<file path="src/rtl/lidma_pkg.sv">
package lidma_pkg;

    localparam int unsigned BEAT_BYTES = 8;
    localparam int unsigned BEAT_SHIFT = 3;
    localparam int unsigned TAG_W      = 3;

    typedef enum logic [TAG_W-1:0] {
        TAG_SEED   = 3'd0,
        TAG_DATA   = 3'd1,
        TAG_FSTART = 3'd2,
        TAG_LSTART = 3'd3,
        TAG_LEND   = 3'd4,
        TAG_FEND   = 3'd5
    } tag_e;

    typedef enum logic [1:0] {
        PH_IDLE = 2'd0,
        PH_SEED = 2'd1,
        PH_PIX  = 2'd2
    } phase_e;

endpackage

</file>
<file path="src/rtl/lidma_pos_ctr.sv">
module lidma_pos_ctr #(
    parameter int unsigned DIM_W = 16
) (
    input  logic             clk,
    input  logic             rst_n,
    input  logic             load_i,
    input  logic             col_step_i,
    input  logic             line_step_i,
    input  logic [DIM_W-1:0] width_i,
    input  logic [DIM_W-1:0] height_i,
    output logic [DIM_W-1:0] col_o,
    output logic             first_col_o,
    output logic             last_col_o,
    output logic             first_line_o,
    output logic             last_line_o
);
    localparam logic [DIM_W-1:0] STEP = DIM_W'(lidma_pkg::BEAT_BYTES);
    localparam logic [DIM_W-1:0] ONE  = DIM_W'(1);

    typedef struct packed {
        logic [DIM_W-1:0] col;
        logic [DIM_W-1:0] line;
        logic [DIM_W-1:0] col_end;
        logic [DIM_W-1:0] line_end;
    } pos_t;

    pos_t st_d, st_q;

    always_comb begin
        st_d = st_q;
        if (load_i) begin
            st_d.col      = '0;
            st_d.line     = '0;
            st_d.col_end  = width_i - STEP;
            st_d.line_end = height_i - ONE;
        end else if (line_step_i) begin
            st_d.col  = '0;
            st_d.line = st_q.line + ONE;
        end else if (col_step_i) begin
            st_d.col = st_q.col + STEP;
        end
    end

    always_ff @(posedge clk or negedge rst_n) begin
        if (!rst_n) st_q <= '0;
        else        st_q <= st_d;
    end

    assign col_o        = st_q.col;
    assign first_col_o  = (st_q.col == '0);
    assign last_col_o   = (st_q.col == st_q.col_end);
    assign first_line_o = (st_q.line == '0);
    assign last_line_o  = (st_q.line == st_q.line_end);

    AST_COL_ALIGNED: assert property (@(posedge clk) disable iff (!rst_n)
        st_q.col[lidma_pkg::BEAT_SHIFT-1:0] == '0);
    AST_COL_IN_LINE: assert property (@(posedge clk) disable iff (!rst_n)
        st_q.col <= st_q.col_end);
    AST_LINE_IN_FRAME: assert property (@(posedge clk) disable iff (!rst_n)
        st_q.line <= st_q.line_end);
    AST_LINE_STEP_AT_END: assert property (@(posedge clk) disable iff (!rst_n)
        line_step_i |-> (last_col_o && !last_line_o));
    AST_COL_STEP_INSIDE: assert property (@(posedge clk) disable iff (!rst_n)
        col_step_i |-> !last_col_o);

endmodule

</file>
<file path="src/rtl/lidma_addr_acc.sv">
module lidma_addr_acc #(
    parameter int unsigned ADDR_W = 32
) (
    input  logic              clk,
    input  logic              rst_n,
    input  logic              load_i,
    input  logic              line_step_i,
    input  logic [ADDR_W-1:0] seed_base_i,
    input  logic [ADDR_W-1:0] pix_base_i,
    input  logic [ADDR_W-1:0] seed_stride_i,
    input  logic [ADDR_W-1:0] pix_stride_i,
    output logic [ADDR_W-1:0] seed_line_o,
    output logic [ADDR_W-1:0] pix_line_o
);
    localparam int unsigned NCH   = 2;
    localparam int unsigned CH_SD = 0;
    localparam int unsigned CH_PX = 1;

    typedef struct packed {
        logic [NCH-1:0][ADDR_W-1:0] line_addr;
        logic [NCH-1:0][ADDR_W-1:0] stride;
    } acc_t;

    acc_t st_d, st_q;
    logic [NCH-1:0][ADDR_W-1:0] base_in, stride_in;

    assign base_in[CH_SD]   = seed_base_i;
    assign base_in[CH_PX]   = pix_base_i;
    assign stride_in[CH_SD] = seed_stride_i;
    assign stride_in[CH_PX] = pix_stride_i;

    always_comb begin
        st_d = st_q;
        for (int c = 0; c < NCH; c++) begin
            if (load_i) begin
                st_d.line_addr[c] = base_in[c];
                st_d.stride[c]    = stride_in[c];
            end else if (line_step_i) begin
                st_d.line_addr[c] = st_q.line_addr[c] + st_q.stride[c];
            end
        end
    end

    always_ff @(posedge clk or negedge rst_n) begin
        if (!rst_n) st_q <= '0;
        else        st_q <= st_d;
    end

    assign seed_line_o = st_q.line_addr[CH_SD];
    assign pix_line_o  = st_q.line_addr[CH_PX];

    AST_STRIDE_HELD: assert property (@(posedge clk) disable iff (!rst_n)
        !load_i |=> $stable(st_q.stride));
    AST_SEED_ADVANCE: assert property (@(posedge clk) disable iff (!rst_n)
        (!load_i && line_step_i) |=>
            (seed_line_o == $past(seed_line_o) + $past(st_q.stride[CH_SD])));

endmodule

</file>
<file path="src/rtl/lidma_tag_enc.sv">
module lidma_tag_enc (
    input  logic       is_seed_i,
    input  logic       first_col_i,
    input  logic       last_col_i,
    input  logic       first_line_i,
    input  logic       last_line_i,
    output logic [2:0] tag_o
);
    lidma_pkg::tag_e tag;

    always_comb begin
        if (is_seed_i)                        tag = lidma_pkg::TAG_SEED;
        else if (last_col_i && last_line_i)   tag = lidma_pkg::TAG_FEND;
        else if (first_col_i && first_line_i) tag = lidma_pkg::TAG_FSTART;
        else if (last_col_i)                  tag = lidma_pkg::TAG_LEND;
        else if (first_col_i)                 tag = lidma_pkg::TAG_LSTART;
        else                                  tag = lidma_pkg::TAG_DATA;
    end

    assign tag_o = tag;

endmodule

</file>
<file path="src/rtl/lidma_rd_seq.sv">
module lidma_rd_seq #(
    parameter int unsigned ADDR_W = 32,
    parameter int unsigned DIM_W  = 16,
    parameter int unsigned LEN_W  = 4
) (
    input  logic              clk,
    input  logic              rst_n,
    input  logic              start_i,
    input  logic [ADDR_W-1:0] seed_base_i,
    input  logic [ADDR_W-1:0] pix_base_i,
    input  logic [ADDR_W-1:0] seed_stride_i,
    input  logic [ADDR_W-1:0] pix_stride_i,
    input  logic [DIM_W-1:0]  width_i,
    input  logic [DIM_W-1:0]  height_i,
    output logic              req_valid_o,
    input  logic              req_ready_i,
    output logic [ADDR_W-1:0] req_addr_o,
    output logic [LEN_W-1:0]  req_len_o,
    output logic [2:0]        req_tag_o,
    output logic              done_o
);
    import lidma_pkg::*;

    localparam int unsigned LSB_W = BEAT_SHIFT;

    typedef struct packed {
        phase_e phase;
        logic   done;
    } ctl_t;

    ctl_t st_d, st_q;

    logic              cfg_ok, launch, hs;
    logic              col_step, line_step;
    logic [DIM_W-1:0]  col;
    logic              first_col, last_col, first_line, last_line;
    logic [ADDR_W-1:0] seed_line, pix_line;

    assign cfg_ok = (width_i != '0) && (width_i[LSB_W-1:0] == '0) && (height_i != '0);
    assign launch = (st_q.phase == PH_IDLE) && start_i && cfg_ok;
    assign hs     = req_valid_o && req_ready_i;

    assign col_step  = hs && (st_q.phase == PH_PIX) && !last_col;
    assign line_step = hs && (st_q.phase == PH_PIX) && last_col && !last_line;

    always_comb begin
        st_d      = st_q;
        st_d.done = 1'b0;
        case (st_q.phase)
            PH_IDLE: if (launch) st_d.phase = PH_SEED;
            PH_SEED: if (hs)     st_d.phase = PH_PIX;
            PH_PIX: begin
                if (hs && last_col) begin
                    if (last_line) begin
                        st_d.phase = PH_IDLE;
                        st_d.done  = 1'b1;
                    end else begin
                        st_d.phase = PH_SEED;
                    end
                end
            end
            default: st_d.phase = PH_IDLE;
        endcase
    end

    always_ff @(posedge clk or negedge rst_n) begin
        if (!rst_n) begin
            st_q.phase <= PH_IDLE;
            st_q.done  <= 1'b0;
        end else begin
            st_q <= st_d;
        end
    end

    lidma_pos_ctr #(.DIM_W(DIM_W)) pos_i (
        .clk          (clk),
        .rst_n        (rst_n),
        .load_i       (launch),
        .col_step_i   (col_step),
        .line_step_i  (line_step),
        .width_i      (width_i),
        .height_i     (height_i),
        .col_o        (col),
        .first_col_o  (first_col),
        .last_col_o   (last_col),
        .first_line_o (first_line),
        .last_line_o  (last_line)
    );

    lidma_addr_acc #(.ADDR_W(ADDR_W)) acc_i (
        .clk           (clk),
        .rst_n         (rst_n),
        .load_i        (launch),
        .line_step_i   (line_step),
        .seed_base_i   (seed_base_i),
        .pix_base_i    (pix_base_i),
        .seed_stride_i (seed_stride_i),
        .pix_stride_i  (pix_stride_i),
        .seed_line_o   (seed_line),
        .pix_line_o    (pix_line)
    );

    lidma_tag_enc tag_i (
        .is_seed_i    (st_q.phase == PH_SEED),
        .first_col_i  (first_col),
        .last_col_i   (last_col),
        .first_line_i (first_line),
        .last_line_i  (last_line),
        .tag_o        (req_tag_o)
    );

    assign req_valid_o = (st_q.phase != PH_IDLE);
    assign req_addr_o  = (st_q.phase == PH_SEED) ? seed_line : (pix_line + ADDR_W'(col));
    assign req_len_o   = LEN_W'(BEAT_BYTES);
    assign done_o      = st_q.done;

    AST_HOLD_REQ: assert property (@(posedge clk) disable iff (!rst_n)
        (req_valid_o && !req_ready_i) |=>
            (req_valid_o && $stable(req_addr_o) && $stable(req_tag_o)));
    AST_SEED_THEN_PIXEL: assert property (@(posedge clk) disable iff (!rst_n)
        (hs && req_tag_o == TAG_SEED) |=> (req_valid_o && req_tag_o != TAG_SEED));
    AST_DONE_FOLLOWS_FEND: assert property (@(posedge clk) disable iff (!rst_n)
        done_o |-> $past(hs && req_tag_o == TAG_FEND));
    AST_DONE_SINGLE: assert property (@(posedge clk) disable iff (!rst_n)
        done_o |=> !done_o);
    AST_FEND_STOPS: assert property (@(posedge clk) disable iff (!rst_n)
        (hs && req_tag_o == TAG_FEND) |=> (!req_valid_o && done_o));
    AST_BUSY_START_IGNORED: assert property (@(posedge clk) disable iff (!rst_n)
        (start_i && req_valid_o && !hs) |=> (req_valid_o && $stable(req_addr_o)));

endmodule

</file>
<file path="config.mk">
export PLATFORM = sky130hd
export DESIGN_NAME = lidma_rd_seq
export DESIGN_NICKNAME = d
export VERILOG_FILES = /design/src/rtl/lidma_pkg.sv /design/src/rtl/lidma_pos_ctr.sv /design/src/rtl/lidma_addr_acc.sv /design/src/rtl/lidma_tag_enc.sv /design/src/rtl/lidma_rd_seq.sv
export SDC_FILE = /design/constraint.sdc
export NUM_CORES = 1
export LEC_CHECK = 0
export BUFFER_PORTS_ARGS = -buffer_cell sky130_fd_sc_hd__buf_2
export CORE_MARGIN = 5
export CORE_UTILIZATION = 36
export DETAILED_ROUTE_END_ITERATION = 10
export GPL_TIMING_DRIVEN = 0
export PLACE_DENSITY_LB_ADDON = 0.1
export SLEW_MARGIN = 0
export SYNTH_ARGS = -nofsm -noshare
export SYNTH_HDL_FRONTEND = slang
export SYNTH_SLANG_ARGS = --single-unit
</file>
<file path="constraint.sdc">
create_clock -name clk -period 3.45 [get_ports clk]
set_clock_uncertainty 0.15 [all_clocks]
set_input_delay 0.345 -clock clk [delete_from_list [all_inputs] [get_ports clk]]
set_output_delay 0.345 -clock clk [all_outputs]
set_load 0.005 [all_outputs]
</file>
==> summary.txt <==
Timing
  • Rel. slew slack: 0.294
  • Setup ws final: -0.246 ns
  • Final setup viols: 16
  • Max Fclk: 271 MHz
  • Final min period: 3.70 ns
  • Slew Limit Fails: 0
  • Setup_tns: -2.31 ns
  • Unrepaired setup endpoints after global routing: true
  • Fin. Hold Viols: 0
  • Worst-Margin Slew: 1.06 ns
  • Final worst path period share: 1.07

CTS
  • H-tree levels: 4
  • CTS sink count: 192
  • CTS Buf Count: 17
  • Reg clk slew, reported paths: 0.07 ns
  • Root Driver: clkbuf_16
  • Clock Latency Late Sink: 0.46 ns
  • CTS tree: built
  • Max Root-Sink Buffers: 2

Global routing
  • Pin count of the biggest net entering global routing: 77
  • All-layer global routing usage: 0.228
  • Gr ovfl total: 0
  • First-pass GRT wire length: 69.5 mm
  • Initial antenna violation count: 0
  • Vias in the first global route: 12.2k

Setup path
  • Startpoint Class: flop
  • WP data required: 2.95 ns
  • Crit-path most repeated cell: a21oi_2
  • CP Capture Type: output port
  • CP arrival: 3.20 ns
  • Crit-path cells: ha_4 > a21o_1 > a21oi_2 > o31a_1 > a211o_1 > o21ai_4 > and4_4 > nand3_2 > xor2_2 > a21oi_2 > buf_2
  • Worst setup path class: reg2out
  • Largest fanout on the critical path: 5
  • CP max stage delay: 0.48 ns
  • Crit path max-delay cell type: dfrtp_2

Layout
  • Inserted Diodes: 0
  • Share of cells above drive strength 1: 0.185
  • Layout area overhead: 27.5%
  • Fin util: 0.463
  • Layout Nets: 2120

Synth
  • Synthesized area: 12900 um^2
  • Top cells by area, synth: dfrtp_1 37%, nand2_1 9.3%, ha_1 7.9%
  • Mapped Avg Cell Area: 8.39 um^2
  • Dominant cell type by area after synthesis: dfrtp_1
  • Number of flops mapped to enable cells by yosys: 0
  • Synthesis warning total: 0
  • Netlist cell types: 75
  • Synth Flop Type: dfrtp_1
  • Yosys top cell area share: 0.373
  • Instance count of the mapped netlist: 1537
  • Ys async rst share: 1.00
  • Yosys reg bits: 192
  • Post-synthesis sequential area ratio: 0.373

Route
  • Iteration count of the initial detailed-routing pass: 5
  • DRC violations left: 0
  • Routed WL: 45.6 mm
  • Detail Route Antenna Nets: 0
  • Initial DRC count: 691
  • Routed vias/inst: 5.25
  • Vias: 12.3k
  • DR WL/cell: 19.4 um

Die
  • IO Count: 205
  • Die X: 199 um
  • Core area: 35500 um^2
  • Starting Density: 0.363
  • Rows: 69
  • Die area: 39700 um^2
  • Chip Height: 199 um

Pwr
  • Leak Pwr: 7.83 nW
  • Worst vdd ir: 0.422 mV
  • Pwr per Cell Area: 818 nW/um^2

Hold path
  • Hold/Removal Path Class: in2reg

Run
  • Max Cap Viol: 0

Place
  • Gpl congestion: 0.912
  • I/O Buffers: 200
  • Hpwl dp: 34.9 mm

Run status
  • Status: finished with violations
  • Failing checks: setup timing
final timing paths:
path | cells after the start | slack, ns | start | endpoint
worst min register to register | 2 | 0.34 | acc_i.st_q[62] | acc_i.st_q[62]
worst min-delay path | 3 | 0.01 | pix_base_i[25] | acc_i.pix_line_o[25]
min in group asynchronous | 2 | 0.24 | rst_n | pos_i.st_q[11]
max in group asynchronous | 4 | 1.80 | rst_n | acc_i.pix_line_o[4]
worst max-delay path | 11 | -0.25 | acc_i.pix_line_o[4] | req_addr_o[27]
worst max register to register | 12 | 0.10 | acc_i.st_q[32] | acc_i.pix_line_o[30]
metal layers:
metal / share of wire / vias up / track usage
li1: - / 6069 / -
met1: 0.47 / 5880 / 0.321
met2: 0.46 / 312 / 0.369
met3: 0.048 / 46 / 0.0327
met4: 0.022 / 0 / 0.0603
met5: 0 / - / 0
flip-flops by register name (all words and copies together) (netlist names):
register	flops
pos_i.st_q	48
acc_i.pix_line_o	32
acc_i.seed_line_o	32
acc_i.st_q	64
st_q	2
done_o	1
pos_i.col_o	13
metrics by stage:
| step | hold slack (ns) | power [mW] | cell area, um^2 | setup slack (ns) | std cells |
|---|---|---|---|---|---|
| 5_1_grt | 0.000313 | 14.6 | 16400 | -0.347 | 2346 |
| 2_1_floorplan | -0.101 | 8.98 | 12900 | 0.366 | 1539 |
| 3_3_place_gp | 0.321 | 11.0 | 14500 | -1.68 | 2200 |
| 4_1_cts | 0.000569 | 13.4 | 16400 | -0.293 | 2343 |
| 6_report | 0.0118 | 13.4 | 16400 | -0.246 | 2346 |
| 3_5_place_dp | 0.140 | 11.1 | 14500 | -0.444 | 2202 |
power breakdown:
part           switching [mW]  internal (mW)  total [mW]
registers               0.993           3.14        4.13
clock network           0.948           1.01        1.96
logic                    4.08           3.27        7.35
total                    6.02           7.42        13.4
critical path, delay by kind of cell, from the launching register on:
kind,cells,cell delay [ns]
AOI/OAI and AO/OA,6,1.25
and+or+nand+nor,2,0.38
DFF,1,0.48
xor gates and xnor gates,1,0.19
adders and majority gates,1,0.29
buffers and inverters,1,0.16
placed cells by master, fill, tap and decap left out, types with 17 or more instances in the layout:
cell	Yosys	final
inv_1	32	32
a21o_1	36	36
nand3_1	34	33
o21ai_1	21	24
xor2_1	74	73
a22oi_1	28	28
clkbuf_1	33	30
buf_2	27	226
buf_4	6	17
nor2_1	116	116
o21ai_0	118	105
nand2_1	318	318
dfrtp_1	192	186
nor3_1	29	24
xnor2_1	66	66
clkbuf_16	0	17
ha_1	81	77
nor4_1	17	17
dlygate4sd3_1	0	102
a21oi_1	86	83
layout make-up:
class	instances	area [um^2]
clock buffer	18	439
sequential	192	4810
timing repair buffer	316	2180
tap	461	577
fill	3584	19000
buffer	70	344
multi-input combinational	1244	7850
clock inverter	13	113
inverter	32	120
synthesized netlist by cell type, types with 27 or more instances:
library cell / n
nand2_1: 318
dfrtp_1: 192
o21ai_0: 118
nor2_1: 116
a21oi_1: 86
ha_1: 81
xor2_1: 74
xnor2_1: 66
a21o_1: 36
nand3_1: 34
clkbuf_1: 33
inv_1: 32
nor3_1: 29
a22oi_1: 28
buf_2: 27
kinds of logic (layout without fill, tap and decap cells):
kind of cell,count (synthesis),in the layout,share of synthesized area
compound gates,398,398,0.194
simple gates,615,615,0.217
xor+xnor,140,140,0.0951
other cells,2,4,0.000583
flops,192,192,0.373
buf+inv,103,449,0.0361
mux,4,4,0.00320
fa+ha+maj,83,83,0.0817
repair_timing:
item	4_1_cts	5_1_grt
gates resized for setup	52	12
hold buffers	102	0
pin swaps	16	8
endpoints found under the setup margin	43	38
setup buffers	9	3
endpoints found under the hold margin	152	0
(Power assumes the default switching activity.)
